### src/rtl/adc_seq_pkg.sv
`timescale 1ns/1ps
package adc_seq_pkg;
  // counter wide enough to saturate above a 32-clock frame
  localparam int unsigned CNT_W = 6;
  typedef logic [CNT_W-1:0] edge_cnt_t;

  typedef enum logic {
    MODE_16 = 1'b0,
    MODE_32 = 1'b1
  } frame_mode_e;

  // true when the falling edge now being counted is the nth of the frame
  function automatic logic is_nth_edge(input edge_cnt_t cnt, input int unsigned n);
    return cnt == edge_cnt_t'(n - 1);
  endfunction

  // a frame ending after conversion but before the long-frame edge reverts to 16 clocks
  function automatic frame_mode_e mode_at_close(input frame_mode_e cur, input edge_cnt_t cnt,
                                                input int unsigned long_edge);
    return (cnt < edge_cnt_t'(long_edge)) ? MODE_16 : cur;
  endfunction
endpackage

### src/rtl/frame_edges.sv
`timescale 1ns/1ps
module frame_edges (
  input  logic clk,
  input  logic rst_n,
  input  logic cs_n,
  input  logic sclk,
  output logic cs_fall,
  output logic cs_rise,
  output logic sclk_fall
);
  logic cs_q;
  logic sclk_q;

  always_ff @(posedge clk or negedge rst_n) begin
    if (!rst_n) begin
      cs_q   <= 1'b1;
      sclk_q <= 1'b0;
    end else begin
      cs_q   <= cs_n;
      sclk_q <= sclk;
    end
  end

  assign cs_fall   = cs_q & ~cs_n;
  assign cs_rise   = ~cs_q & cs_n;
  // only count edges inside an open frame
  assign sclk_fall = sclk_q & ~sclk & ~cs_q & ~cs_n;
endmodule

### src/rtl/frame_counter.sv
`timescale 1ns/1ps
module frame_counter
  import adc_seq_pkg::*;
#(
  parameter int unsigned CONV_EDGE = 16,
  parameter int unsigned LONG_EDGE = 30
) (
  input  logic        clk,
  input  logic        rst_n,
  input  logic        cs_fall,
  input  logic        cs_rise,
  input  logic        sclk_fall,
  input  logic        pd_en,
  output logic        conv_done,
  output logic        long_hit,
  output logic        abort_evt,
  output logic        abort_pend,
  output frame_mode_e mode,
  output logic        converting,
  output logic        powered_down,
  output logic        data_valid
);
  localparam edge_cnt_t CNT_MAX = '1;

  edge_cnt_t cnt;

  assign conv_done = sclk_fall & converting & is_nth_edge(cnt, CONV_EDGE);
  assign long_hit  = sclk_fall & is_nth_edge(cnt, LONG_EDGE);
  assign abort_evt = cs_rise & converting;

  always_ff @(posedge clk or negedge rst_n) begin
    if (!rst_n) begin
      cnt          <= '0;
      converting   <= 1'b0;
      powered_down <= 1'b0;
      abort_pend   <= 1'b1;
      data_valid   <= 1'b0;
      mode         <= MODE_16;
    end else begin
      if (cs_fall) begin
        cnt          <= '0;
        converting   <= 1'b1;
        powered_down <= 1'b0;
        data_valid   <= ~abort_pend;
      end else if (sclk_fall && cnt != CNT_MAX) begin
        cnt <= cnt + 1'b1;
      end
      if (conv_done) begin
        converting <= 1'b0;
        abort_pend <= 1'b0;
        data_valid <= 1'b1;
      end
      if (long_hit) mode <= MODE_32;
      if (cs_rise) begin
        converting   <= 1'b0;
        powered_down <= pd_en;
        if (abort_evt) abort_pend <= 1'b1;
        else           mode <= mode_at_close(mode, cnt, LONG_EDGE);
      end
    end
  end
endmodule

### src/rtl/sdo_shifter.sv
`timescale 1ns/1ps
module sdo_shifter #(
  parameter int unsigned RES_W  = 14,
  parameter int unsigned SLOT_W = 16
) (
  input  logic             clk,
  input  logic             rst_n,
  input  logic             cs_fall,
  input  logic             cs_rise,
  input  logic             sclk_fall,
  input  logic             conv_done,
  input  logic             zero_lead,
  input  logic [RES_W-1:0] prev_res,
  input  logic [RES_W-1:0] new_res,
  output logic             sdo,
  output logic             sdo_en
);
  localparam int unsigned PAD_W = SLOT_W - RES_W;

  function automatic logic [SLOT_W-1:0] to_slot(input logic [RES_W-1:0] r);
    return {r, {PAD_W{1'b0}}};
  endfunction

  logic [SLOT_W-1:0] shreg;

  always_ff @(posedge clk or negedge rst_n) begin
    if (!rst_n) begin
      shreg  <= '0;
      sdo_en <= 1'b0;
    end else begin
      if (cs_fall) begin
        shreg  <= zero_lead ? '0 : to_slot(prev_res);
        sdo_en <= 1'b1;
      end else if (conv_done) begin
        shreg <= to_slot(new_res);
      end else if (sclk_fall) begin
        shreg <= {shreg[SLOT_W-2:0], 1'b0};
      end
      if (cs_rise) sdo_en <= 1'b0;
    end
  end

  assign sdo = sdo_en & shreg[SLOT_W-1];
endmodule

### src/rtl/adc_frame_seq.sv
`timescale 1ns/1ps
module adc_frame_seq
  import adc_seq_pkg::*;
#(
  parameter int unsigned RES_W     = 14,
  parameter int unsigned SLOT_W    = 16,
  parameter int unsigned CONV_EDGE = 16,
  parameter int unsigned LONG_EDGE = 30
) (
  input  logic             clk,
  input  logic             rst_n,
  input  logic             cs_n,
  input  logic             sclk,
  input  logic             pd_en,
  input  logic [RES_W-1:0] conv_data,
  output logic             sdo,
  output logic             sdo_en,
  output logic             data_valid,
  output logic             converting,
  output logic             acquiring,
  output logic             powered_down,
  output logic             mode32
);
  logic        cs_fall, cs_rise, sclk_fall;
  logic        conv_done, long_hit, abort_evt, abort_pend;
  frame_mode_e mode;
  logic [RES_W-1:0] sample_q, result_q;

  frame_edges u_edges (
    .clk(clk), .rst_n(rst_n), .cs_n(cs_n), .sclk(sclk),
    .cs_fall(cs_fall), .cs_rise(cs_rise), .sclk_fall(sclk_fall)
  );

  frame_counter #(.CONV_EDGE(CONV_EDGE), .LONG_EDGE(LONG_EDGE)) u_cnt (
    .clk(clk), .rst_n(rst_n), .cs_fall(cs_fall), .cs_rise(cs_rise),
    .sclk_fall(sclk_fall), .pd_en(pd_en), .conv_done(conv_done),
    .long_hit(long_hit), .abort_evt(abort_evt), .abort_pend(abort_pend),
    .mode(mode), .converting(converting), .powered_down(powered_down),
    .data_valid(data_valid)
  );

  // sample at the frame start, commit when the conversion completes
  always_ff @(posedge clk or negedge rst_n) begin
    if (!rst_n) begin
      sample_q <= '0;
      result_q <= '0;
    end else begin
      if (cs_fall)   sample_q <= conv_data;
      if (conv_done) result_q <= sample_q;
    end
  end

  sdo_shifter #(.RES_W(RES_W), .SLOT_W(SLOT_W)) u_sdo (
    .clk(clk), .rst_n(rst_n), .cs_fall(cs_fall), .cs_rise(cs_rise),
    .sclk_fall(sclk_fall), .conv_done(conv_done),
    .zero_lead(mode == MODE_32), .prev_res(result_q), .new_res(sample_q),
    .sdo(sdo), .sdo_en(sdo_en)
  );

  assign mode32    = (mode == MODE_32);
  assign acquiring = ~converting & ~powered_down;
endmodule

### config.mk
export PLATFORM = sky130hd
export DESIGN_NAME = adc_frame_seq
export DESIGN_NICKNAME = d
export VERILOG_FILES = /design/src/rtl/adc_seq_pkg.sv /design/src/rtl/frame_edges.sv /design/src/rtl/frame_counter.sv /design/src/rtl/sdo_shifter.sv /design/src/rtl/adc_frame_seq.sv
export SDC_FILE = /design/constraint.sdc
export NUM_CORES = 1
export LEC_CHECK = 0
export BUFFER_PORTS_ARGS = -buffer_cell sky130_fd_sc_hd__buf_2
export CAP_MARGIN = 10
export CORE_MARGIN = 5
export CORE_UTILIZATION = 54
export CTS_CLUSTER_SIZE = 20
export DETAILED_ROUTE_END_ITERATION = 10
export PLACE_DENSITY = 0.75
export SYNTH_ARGS = -nofsm -noshare
export SYNTH_HDL_FRONTEND = slang
export SYNTH_SLANG_ARGS = --single-unit
### constraint.sdc
create_clock -name clk -period 2.3 [get_ports clk]
set_clock_uncertainty 0.1 [all_clocks]
set_input_delay 0.115 -clock clk [delete_from_list [all_inputs] [get_ports clk]]
set_output_delay 0.115 -clock clk [all_outputs]
set_load 0.02 [all_outputs]
# After elaboration in Yosys (flattened, before gate mapping)
# Cells that the tools add are included.
# classes
n_bitwise	17
n_reduce_logical	6
order_cmp	1
n_mux	21
addsub	1
n_eq_ne	4
# op_table
op	n
$mux W16	4
$mux W1	15
$mux W6	2
$and A1 B1 Y1	11
$add A6 B1 Y6 const B	1
$eq A6 B4 Y1 const B	1
$eq A6 B5 Y1 const B	1
$lt A6 B5 Y1 const B	1
$ne A6 B6 Y1 const B	1
$not A1 Y1	6
$reduce_bool A2 Y1	3
$reduce_bool A3 Y1	2
$ne A3 B3 Y1 const B	1
$logic_and A1 B1 Y1	1
# totals
ff_bits	58
out_inout_bits	7

# Longest topological paths before layout
# Gate-level depths: netlist (run 1).
# depth
ltp_word	9
mapped_depth	7
ltp_nobuf	5

# By module
# From an unflattened synthesis (run 1), not the netlist that was laid out.
# hier_totals
cells_unflattened	207
hier_area_um2	2438.6
# by_module_without_submodules
mod	n_inst	cells_each	area_each_um2	seq_area_each_um2
adc_frame_seq	1	59	1042.2	700.7
sdo_shifter	1	86	767.0	375.4
frame_counter	1	57	549.3	276.5
frame_edges	1	5	80.1	51.3

# Worst setup path before layout (run 1)
# No wires, ideal clock.
# synth_path
path_type	register to register
start	register u_edges.cs_q
end	register u_sdo.shreg[12]
t_required_ns	2.070
path_slack_ns	0.426
stages_incl_launch_ff	7
arrival_ns	1.644
n_path_buf	2
period_less_slack_ns	1.874
path_cell_list	dfstp_2 ha_1 clkbuf_1 buf_1 inv_1 a32oi_1 nand3_1
# synth_via
elab_cells_between_ends	9
cone_classes	2 x mux; 6 x bitwise; 1 x reduce/logical
# synth_rtl
item	line_no	rtl
from (decl)	frame_edges.sv:11	logic cs_q;
from (signal assigned)	frame_edges.sv:19	cs_q <= cs_n;
$and A1 B1 Y1 (*)	frame_edges.sv:24	assign cs_fall = cs_q & ~cs_n;
net cs_fall	adc_frame_seq.sv:24	logic cs_fall, cs_rise, sclk_fall;
$reduce_bool A3 Y1 (no line) / $mux W16 (equally long branches)	n/a	
to (signal assigned)	sdo_shifter.sv:32	shreg <= zero_lead ? '0 : to_slot(prev_res);
to (signal assigned)	sdo_shifter.sv:35	shreg <= to_slot(new_res);
to (signal assigned)	sdo_shifter.sv:37	shreg <= {shreg[SLOT_W-2:0], 1'b0};
to (decl)	sdo_shifter.sv:24	logic [SLOT_W-1:0] shreg;
# Mark *: on every way through the listed nets, which the timed path passes. The rest lies on a longest branch.
# A chain may end at the register's enable or synchronous reset.

# Final worst setup path (run 1)
# layout_path
start	register u_cnt.cnt[0]
end	register result_q[8]
# layout_via
elab_chain_len	2
# layout_lines
item	line_no	rtl
from (decl)	frame_counter.sv:25	edge_cnt_t cnt;
from (signal assigned)	frame_counter.sv:46	cnt <= cnt + 1'b1;
$eq A6 B4 Y1	adc_seq_pkg.sv:14	return cnt == edge_cnt_t'(n - 1);
$and A1 B1 Y1	frame_counter.sv:27	assign conv_done = sclk_fall & converting & is_nth_edge(cnt, CONV_EDGE);
to (signal assigned)	adc_frame_seq.sv:49	if (conv_done) result_q <= sample_q;
to (decl)	adc_frame_seq.sv:27	logic [RES_W-1:0] sample_q, result_q;
# Every way passes these cells.

==> impl_metrics.yaml, run 1 <==
status:
  status: "completed"
grt:
  overflow: 0
  grt_usage: 0.1975
  grt_pass1_wl_um: 9880
  grt_max_degree: 39
  grt_antenna_before_repair: 0
  grt_pass1_vias: 2041
pwr:
  power_frac_seq: 0.538
  ir_worst_vdd_v: 0.0003517
  p_leak_nw: 1.512
  p_per_area_nw_per_um2: 629.3
  switching_share: 0.2484
  power_switching_mw: 0.5084
  p_comb_frac: 0.127
  clkPwrFrac: 0.336
  internal_power_mw: 1.538
timing:
  drv_slew: 0
  hold_violations: 0
  setup_violations: 0
  relSlewSlack: 0.4294
  tns_ps: 0
  max_freq_ghz: 0.4760
  period_share: 0.9134
  worst_slew_pin_slew_ps: 855.8
  fin_ws_ps: 199.2
  rsz0062_at_grt: "false"
  post-route-min-period_ps: 2101
  hold_slack_ps: 331.5
floorplan:
  ios: 26
  initial_utilization: 0.5652
  chipWidth_um: 81.01
  die-area_um2: 6562
  die_h_um: 81.01
  rows: 25
  core_area_um2: 4817
cells_and_area:
  layout_commonest_cell: "dfrtp_1"
  utilization: 0.6751
  final_cell_count_no_fill: 358
  final_cell_mix: "dfrtp_1, buf_2, dlygate4sd3_1"
  antennaDiodeCount: 0
  synthToLayoutAreaGrowth_pct: 19.44
  fin_nets: 313
  layout-drive-gt1-share: 0.2131
placed_design:
  port_buffers: 25
  place.gp.congestion: 0.8018
  dpl.hpwl_um: 3808
  place_ws_ps: 196.4
  dp_cells: 332
critical_path:
  critPathMaxFanout: 16
  critPathLaunchType: "flip-flop"
  critical_path_class: "reg -> reg"
  arrival_ps: 2210
  r2r_cells: 4
  cp-end-kind: "flip-flop"
  required_ps: 2410
logic_synthesis:
  ys_seq_elements: 56
  synth_nets: 267
  synth_edf_count: 0
  synthCells: 244
  yosysWarnings: 0
  synth-seq-area-share: 0.5156
  synth_cell_types: 42
  synth_ff_type: "dfrtp_1"
  async_flop_share: 1.000
  synth_top_area_frac: 0.4963
  yosysTopAreaCell: "dfrtp_1"
  syn-cell-area_um2: 2723
  synthTopCellsByArea: "dfrtp_1, mux2_1, mux2_2, nor2b_1, o21ai_0"
  avgSynthCellArea_um2: 11.16
cts:
  clk_path_buf_depth: 2
  cts_tree: "yes"
  post_cts_resize_count: 0
  clockRootBuffer: "clkbuf_8"
  clkTransAtPathRegs_ps: 100
  cts_buffers: 5
  clk_latency_ps: 320
  h-tree-depth: 2
  clock-sinks: 56
worst_hold_path:
  min_path_type: "in -> async"
drt:
  first_pass_iters: 4
  post_drt_wl_per_cell_um: 15.89
  wirelength_um: 5690
  num_vias: 2002
  first_iter_violations: 112
  route.detailed.drc: 0
  ant_nets: 0
  via_per_inst: 5.592
flow_run:
  drv_cap: 0
==> critical path, stage by stage (launching register included) <==
cell,delay (ps)
dfrtp_1,460
ha_1,200
and4bb_1,350
nand3_2,410
mux2_1,460
==> cells in the mapped netlist (2+ instances only) <==
| cell type | instances |
|---|---|
| dfrtp_1 | 54 |
| mux2_1 | 17 |
| a32oi_1 | 2 |
| nand2_1 | 16 |
| o21ai_0 | 12 |
| nor2b_1 | 13 |
| a21oi_1 | 2 |
| dfstp_2 | 2 |
| and2_1 | 2 |
| o211ai_1 | 8 |
| o2111a_1 | 4 |
| and3_1 | 2 |
| a31oi_1 | 5 |
| nor2_1 | 16 |
| nand4_1 | 5 |
| mux2_2 | 9 |
| a22o_1 | 4 |
| ha_1 | 4 |
| a41o_1 | 2 |
| clkbuf_1 | 9 |
| o2111ai_1 | 4 |
| buf_2 | 5 |
| nand3_1 | 7 |
| a311oi_1 | 3 |
| nand2b_1 | 7 |
| inv_1 | 10 |
| a22oi_1 | 3 |
| a21o_1 | 3 |
==> repair_timing <==
action,CTS,global route
hold endpoints to repair,52,0
setup buffers,0,0
setup endpoints to repair,0,0
hold buffers,18,0
==> final cells by class <==
class / instances / area (µm²)
Multi-Input combinational cell: 161 / 1202
Clock inverter: 2 / 38.79
Sequential cell: 56 / 1404
Tap cell: 67 / 83.83
Fill cell: 375 / 1565
Inverter: 10 / 37.54
Clock buffer: 6 / 82.58
Timing Repair Buffer: 56 / 402.9
==> per-layer routing <==
layer  global-route usage  vias to the layer above  wire length [µm]
li1                     -                      979                 -
met1               0.2652                      985              2758
met2               0.3161                       31              2666
met3              0.04435                        7               192
met4              0.06757                        0                72
met5                    0                        -                 0
==> sequential cells by signal (all words and copies together) (netlist names) <==
signal / flops
result_q: 14
sample_q: 14
u_cnt.abort_pend: 1
u_cnt.cnt: 6
u_cnt.converting: 1
u_cnt.data_valid: 1
u_cnt.mode: 1
u_cnt.powered_down: 1
u_edges.cs_q: 1
u_edges.sclk_q: 1
u_sdo.sdo_en: 1
u_sdo.shreg: 14
==> kinds of logic (layout without fill, tap and decap cells) <==
kind of cell / count (synthesis) / in the layout / synth area share
fa+ha+maj: 4 / 4 / 0.01838
flops: 56 / 56 / 0.5156
simple gates: 76 / 76 / 0.1567
mux: 26 / 26 / 0.1075
compound gates: 55 / 55 / 0.1581
buf+inv: 27 / 74 / 0.04366
==> worst paths after layout <==
kind / startpoint / endpoint / slack, ps
worst max-delay path: u_cnt.cnt[0] / result_q[8] / 200
worst min-delay path: rst_n / u_sdo.sdo_en / 330
worst max register to register: u_cnt.cnt[0] / result_q[8] / 200
worst min register to register: sample_q[12] / result_q[12] / 390
max in group asynchronous: rst_n / u_cnt.abort_pend / 1050
min in group clk: sample_q[12] / result_q[12] / 390
==> through the flow <==
stage          total power [mW]  instance area (µm²)
3_5_place_dp              1.357                 2950
3_3_place_gp              1.348                 2950
5_1_grt                   2.142                 3252
6_report                  2.046                 3252
4_1_cts                   2.066                 3252
2_1_floorplan             1.256                 2723
==> power by group through the flow <==
stage,Combinational (mW),Sequential (mW),Clock [mW]
floorplan,0.139,1.12,0
global placement,0.232,1.12,0
detailed placement,0.238,1.12,0
CTS,0.262,1.10,0.704
global route,0.291,1.11,0.742
finish,0.259,1.10,0.687
(Power assumes the default switching activity.)
==> inputs of run 2 (changes only) <==
--- a/config.mk
+++ b/config.mk
@@ -8,10 +8,11 @@
 export BUFFER_PORTS_ARGS = -buffer_cell sky130_fd_sc_hd__buf_2
 export CAP_MARGIN = 10
 export CORE_MARGIN = 5
-export CORE_UTILIZATION = 54
+export CORE_UTILIZATION = 52
 export CTS_CLUSTER_SIZE = 20
 export DETAILED_ROUTE_END_ITERATION = 10
-export PLACE_DENSITY = 0.75
+export PLACE_DENSITY = 0.73
 export SYNTH_ARGS = -nofsm -noshare
 export SYNTH_HDL_FRONTEND = slang
+export SYNTH_HIERARCHICAL = 1
 export SYNTH_SLANG_ARGS = --single-unit
==> run 2 against run 1 <==
- core utilization fell by 4.3 points
- register-to-register slack got worse by 60 ps
- die area fell by 6.1%
- synthesized area fell by 10%
- clock power fell by 22%
- sequential share of layout area rose by 4.8 points
- worst setup slack got worse by 59 ps
- global-route usage fell by 3.9 points
- critical path depth rose by 4
- sequential power barely moved
- highest routed layer unchanged
==> impl_metrics.yaml, run 2 <==
status:
  status: "completed"
pwr:
  p_comb_frac: 0.118
  power_switching_mw: 0.4852
  power_mw: 1.877
  ir_worst_vdd_v: 0.0003874
  p_leak_nw: 1.316
  clkPwrFrac: 0.285
  internal_power_mw: 1.392
  switching_share: 0.2585
  power_frac_seq: 0.596
  p_per_area_nw_per_um2: 641.3
floorplan:
  ios: 26
  core_area_um2: 4629
  die_h_um: 78.48
  chipWidth_um: 78.48
  die-area_um2: 6159
  initial_utilization: 0.5268
  rows: 25
cells_and_area:
  antennaDiodeCount: 0
  layout-drive-gt1-share: 0.3023
  largest_registers: "result_q: 14 flops, sample_q: 14 flops, u_sdo/shreg: 14 flops"
  utilization: 0.6322
  synthToLayoutAreaGrowth_pct: 20.01
  final_cell_count_no_fill: 312
  fin_nets: 278
  layout_commonest_cell: "dfrtp_1"
  final_cell_mix: "dfrtp_1, mux2_2, buf_2"
  nFillCells: 360
  final_area_um2: 2927
timing:
  max_freq_ghz: 0.4630
  period_share: 0.9391
  post-route-min-period_ps: 2160
  drv_slew: 0
  fin_ws_ps: 140.2
  setup_violations: 0
  hold_slack_ps: 178.8
  worst_slew_pin_slew_ps: 641.1
  relSlewSlack: 0.5726
  hold_violations: 0
  tns_ps: 0
  rsz0062_at_grt: "false"
cts:
  cts_buffers: 5
  clk_path_buf_depth: 2
  cts_tree: "yes"
  clk_latency_ps: 300
  clock-sinks: 56
  cts_setup_buffers: 0
  h-tree-depth: 2
  clkTransAtPathRegs_ps: 100
  clockRootBuffer: "clkbuf_8"
drt:
  wirelength_um: 4494
  ant_nets: 0
  first_iter_violations: 148
  num_vias: 1737
  via_per_inst: 5.567
  route.detailed.drc: 0
  post_drt_wl_per_cell_um: 14.40
  first_pass_iters: 4
critical_path:
  critPathLaunchType: "flip-flop"
  required_ps: 2440
  reg2reg_from: "u_edges/cs_q"
  critical_path_class: "reg -> reg"
  cp-end-kind: "flip-flop"
  reg2reg_slack_ps: 140
  r2r-end: "u_sdo/shreg[4]"
  arrival_ps: 2300
  r2r_cells: 8
  critPathMaxFanout: 12
placed_design:
  place.gp.congestion: 0.8307
  dp_cells: 286
  dpl.hpwl_um: 3084
  port_buffers: 25
  place_area_um2: 2651
  place_ws_ps: 35.63
logic_synthesis:
  synth_cell_types: 39
  synth_top_area_frac: 0.5541
  synthTopCellsByArea: "dfrtp_1, mux2_2, o21ai_0, a22oi_1, nor2_1"
  synth_edf_count: 0
  ys_seq_elements: 56
  async_flop_share: 1.000
  synth-seq-area-share: 0.5757
  yosysTopAreaCell: "dfrtp_1"
  synthCells: 207
  avgSynthCellArea_um2: 11.78
  synth_ff_type: "dfrtp_1"
  syn-cell-area_um2: 2439
  synth_commonest_cells: "dfrtp_1, mux2_2, nor2_1"
  synth.most_common_cell: "dfrtp_1"
  yosysWarnings: 6
  synth_nets: 228
worst_hold_path:
  min_from: "cs_n"
  min_path_type: "in -> reg"
  holdPathEnd: "u_sdo/sdo_en"
  hold_depth: 3
grt:
  grt_antenna_before_repair: 0
  grt_pass1_vias: 1627
  grt_pass1_wl_um: 7686
  grt_max_degree: 30
  overflow: 0
  grtUsageMet1: 0.2219
  gr-usage-met2: 0.2414
  use_met3: 0.02638
  grt.busiest_layer: "met2"
  grt_usage: 0.1588
flow_run:
  drv_cap: 0
## run 2: cell count changes after synthesis, sizes merged, moves of 5 or more
cell / change
nand2b: -7
a21oi: +12
clkbuf: -7
nand3: -5
nor2b: -10
o211ai: -8
a22oi: +8
o21ai: +7
nand2: -7
## run 2: cells by family after synthesis
| group | Yosys count | share of synthesized area |
|---|---|---|
| buffers and inverters | 14 | 0.03437 |
| multiplexers | 28 | 0.1293 |
| AND/OR/NAND/NOR | 54 | 0.1165 |
| adder cells (fa/ha/maj) | 2 | 0.01026 |
| flip-flops | 56 | 0.5757 |
| AO/OA/AOI/OAI | 52 | 0.1303 |
| XOR/XNOR | 1 | 0.003592 |
## run 2: worst max-delay path: stages, from the launching register on
cell and delay (ps):
dfstp_2 400, nor4b_4 290, nand4_1 110, or3_1 390, inv_4 130, nor2b_2 140
buf_4 200, a22oi_1 120, a21oi_1 190
## run 2: worst max path at each step
stage | startpoint | to | slack, ps | cells past startpoint
floorplan | u_edges/cs_q | u_sdo/shreg[10] | 2 | 8
global placement | u_edges/cs_q | u_sdo/shreg[8] | 140 | 8
detailed placement | u_edges/cs_q | u_sdo/shreg[4] | 40 | 8
CTS | u_edges/cs_q | u_sdo/shreg[4] | 20 | 8
global route | u_edges/cs_q | u_sdo/shreg[4] | 20 | 8
finish | u_edges/cs_q | u_sdo/shreg[4] | 140 | 8
## run 2: power groups by stage
stage | logic (mW) | clock network [mW] | registers (mW)
2_1_floorplan | 0.120 | 0 | 1.13
3_3_place_gp | 0.196 | 0 | 1.14
3_5_place_dp | 0.202 | 0 | 1.14
4_1_cts | 0.225 | 0.555 | 1.12
5_1_grt | 0.249 | 0.603 | 1.13
6_report | 0.222 | 0.536 | 1.12
## run 2: area by class of cell
class | instances | area, µm² | share of cell area
clock buffers | 5 | 68.82 | 0.02351
repair buffers | 51 | 377.9 | 0.1291
flip-flops and latches | 56 | 1404 | 0.4797
multi-input cells | 137 | 962.2 | 0.3288
well taps | 54 | 67.56 | 0.02309
inverters | 6 | 25.02 | 0.008551
clock inverters | 3 | 21.27 | 0.007268
## run 2: routing by layer
metal	vias up	routed length (µm)
met5	-	0
met4	0	58
met3	4	248
met2	45	2087
met1	854	2100
li1	834	-
## run 2: timing repair
action,CTS,global route
resized for setup,0,3
hold buffers,18,0
hold endpoints to repair,44,0
endpoints found under the setup margin,0,19
==> inputs of run 3 (changes only) <==
--- a/config.mk
+++ b/config.mk
@@ -9,6 +9,7 @@
 export CAP_MARGIN = 10
 export CORE_MARGIN = 5
 export CORE_UTILIZATION = 52
+export CTS_BUF_LIST = sky130_fd_sc_hd__clkbuf_16
 export CTS_CLUSTER_SIZE = 20
 export DETAILED_ROUTE_END_ITERATION = 10
 export PLACE_DENSITY = 0.73
==> constraint.sdc (replaced) <==
create_clock -name clk -period 2.4 [get_ports clk]
set_clock_uncertainty 0.1 [all_clocks]
set_input_delay 0.12 -clock clk [delete_from_list [all_inputs] [get_ports clk]]
set_output_delay 0.12 -clock clk [all_outputs]
set_load 0.02 [all_outputs]
==> run 3 against run 2 <==
- routed wire length is 8.3% higher
- sequential share of layout area is 0.83 points lower
- first-iteration DRC count is 39% lower
- global-route usage is 1.8 points higher
- register-to-register slack better by 130 ps
- final cell count is 0.32% higher
- critical path type is now in -> reg
- largest power group unchanged
- highest routed layer unchanged
==> impl_metrics.yaml, run 3 (synthesis results as in run 2) <==
cts:
  clock-sinks: 56
  clk_path_buf_depth: 2
  clkTransAtPathRegs_ps: 70
  clk_latency_ps: 290
  clockRootBuffer: "clkbuf_16"
  cts_tree: "yes"
  cts_buffers: 5
  h-tree-depth: 2
  cts_setup_buffers: 0
drt:
  first_iter_violations: 90
  route.detailed.drc: 0
  post_drt_wl_per_cell_um: 15.55
  wirelength_um: 4866
  first_pass_iters: 4
  via_per_inst: 5.569
  ant_nets: 0
  num_vias: 1743
grt:
  grt_max_degree: 33
  grt_pass1_wl_um: 8493
  grt_pass1_vias: 1798
  grt_usage: 0.1770
  grt_antenna_before_repair: 0
  overflow: 0
pwr:
  power_mw: 2.001
  ir_worst_vdd_v: 0.0003618
  p_per_area_nw_per_um2: 672.1
  p_leak_nw: 1.340
timing:
  post-route-min-period_ps: 2196
  max_freq_ghz: 0.4553
  drv_slew: 0
  fin_ws_ps: 203.6
  relSlewSlack: 0.5016
  hold_violations: 0
  rsz0062_at_grt: "false"
  hold_slack_ps: 211.9
  setup_violations: 0
  worst_slew_pin_slew_ps: 747.6
  tns_ps: 0
  period_share: 0.9152
cells_and_area:
  utilization: 0.6432
  fin_nets: 279
  final_cell_mix: "dfrtp_1, mux2_2, buf_2"
  largest_registers: "result_q: 14 flops, sample_q: 14 flops, u_sdo/shreg: 14 flops"
  layout-drive-gt1-share: 0.3012
  layout_commonest_cell: "dfrtp_1"
  final_cell_count_no_fill: 313
  synthToLayoutAreaGrowth_pct: 22.11
  antennaDiodeCount: 0
  final_area_um2: 2978
placed_design:
  place.gp.congestion: 0.8467
  place_area_um2: 2646
  place_ws_ps: 140.0
  port_buffers: 25
  dpl.hpwl_um: 3259
  dp_cells: 287
critical_path:
  cp-end-kind: "flip-flop"
  cp_cell_sequence: "dlygate4sd3_1 > buf_2 > nor4b_4 > nand4_1 > or3_4 > inv_4 > nor2b_2 > buf_4 > a22oi_1 > a21oi_1"
  cp_top_family: "buffers and inverters"
  required_ps: 2520
  critical_path_class: "in -> reg"
  critPathMaxFanout: 12
  critPathLaunchType: "primary input"
  path_buf_inv: 4
  slowest_stage: "dlygate4sd3_1"
  arrival_ps: 2310
  crit_path_max_incr_delay_ps: 530
floorplan:
  chipWidth_um: 78.48
  die_h_um: 78.48
  rows: 25
  initial_utilization: 0.5268
  ios: 26
  die-area_um2: 6159
  core_area_um2: 4629
flow_run:
  drv_cap: 0
worst_hold_path:
  min_path_type: "in -> reg"
status:
  status: "completed"
==> run 3: worst register-to-register path: cells and delay by family, from the launching register on <==
| family | cells | cell delay [ps] |
|---|---|---|
| AND/OR/NAND/NOR | 4 | 930 |
| buffers and inverters | 2 | 330 |
| flip-flops | 1 | 390 |
| AO/OA/AOI/OAI | 2 | 310 |
==> run 3: power breakdown <==
part           internal (mW)  switching [mW]  total (mW)
clock                  0.383           0.329       0.712
sequential              1.02          0.0542        1.08
combinational          0.104           0.109       0.214
total                   1.51           0.492        2.00
==> run 3: cell type report <==
type	instances	area (µm²)
fillers	381	1652
flip-flops and latches	56	1404
multi-input cells	137	964.7
repair buffers	52	372.9
clock buffers	5	125.1
well taps	54	67.56
inverters	6	25.02
clock inverters	3	18.77
==> run 3: path summary, 6_finish.rpt <==
path | cells after the start | endpoint | from | slack, ps
max | 10 | u_sdo/shreg[8] | sclk | 200
min | 3 | u_sdo/sdo_en | cs_n | 210
max reg2reg | 8 | u_sdo/shreg[8] | u_edges/cs_q | 270
min reg2reg | 2 | u_sdo/shreg[2] | result_q[0] | 390
max in group asynchronous | 3 | sample_q[0] | rst_n | 1190
min in group asynchronous | 2 | u_cnt/cnt[1] | rst_n | 330
==> run 3: timing repair <==
action	4_1_cts	5_1_grt
resized for setup	0	3
endpoints found under the setup margin	0	23
endpoints found under the hold margin	45	0
hold buffers	18	0
==> run 3: layer usage <==
metal / share of wire / up-vias / wire length [µm] / GRT usage
met3: 0.043 / 7 / 211 / 0.03784
met5: 0 / - / 0 / 0
met4: 0.015 / 0 / 75 / 0.06294
met2: 0.48 / 47 / 2336 / 0.2920
li1: - / 841 / - / -
met1: 0.46 / 848 / 2243 / 0.2310
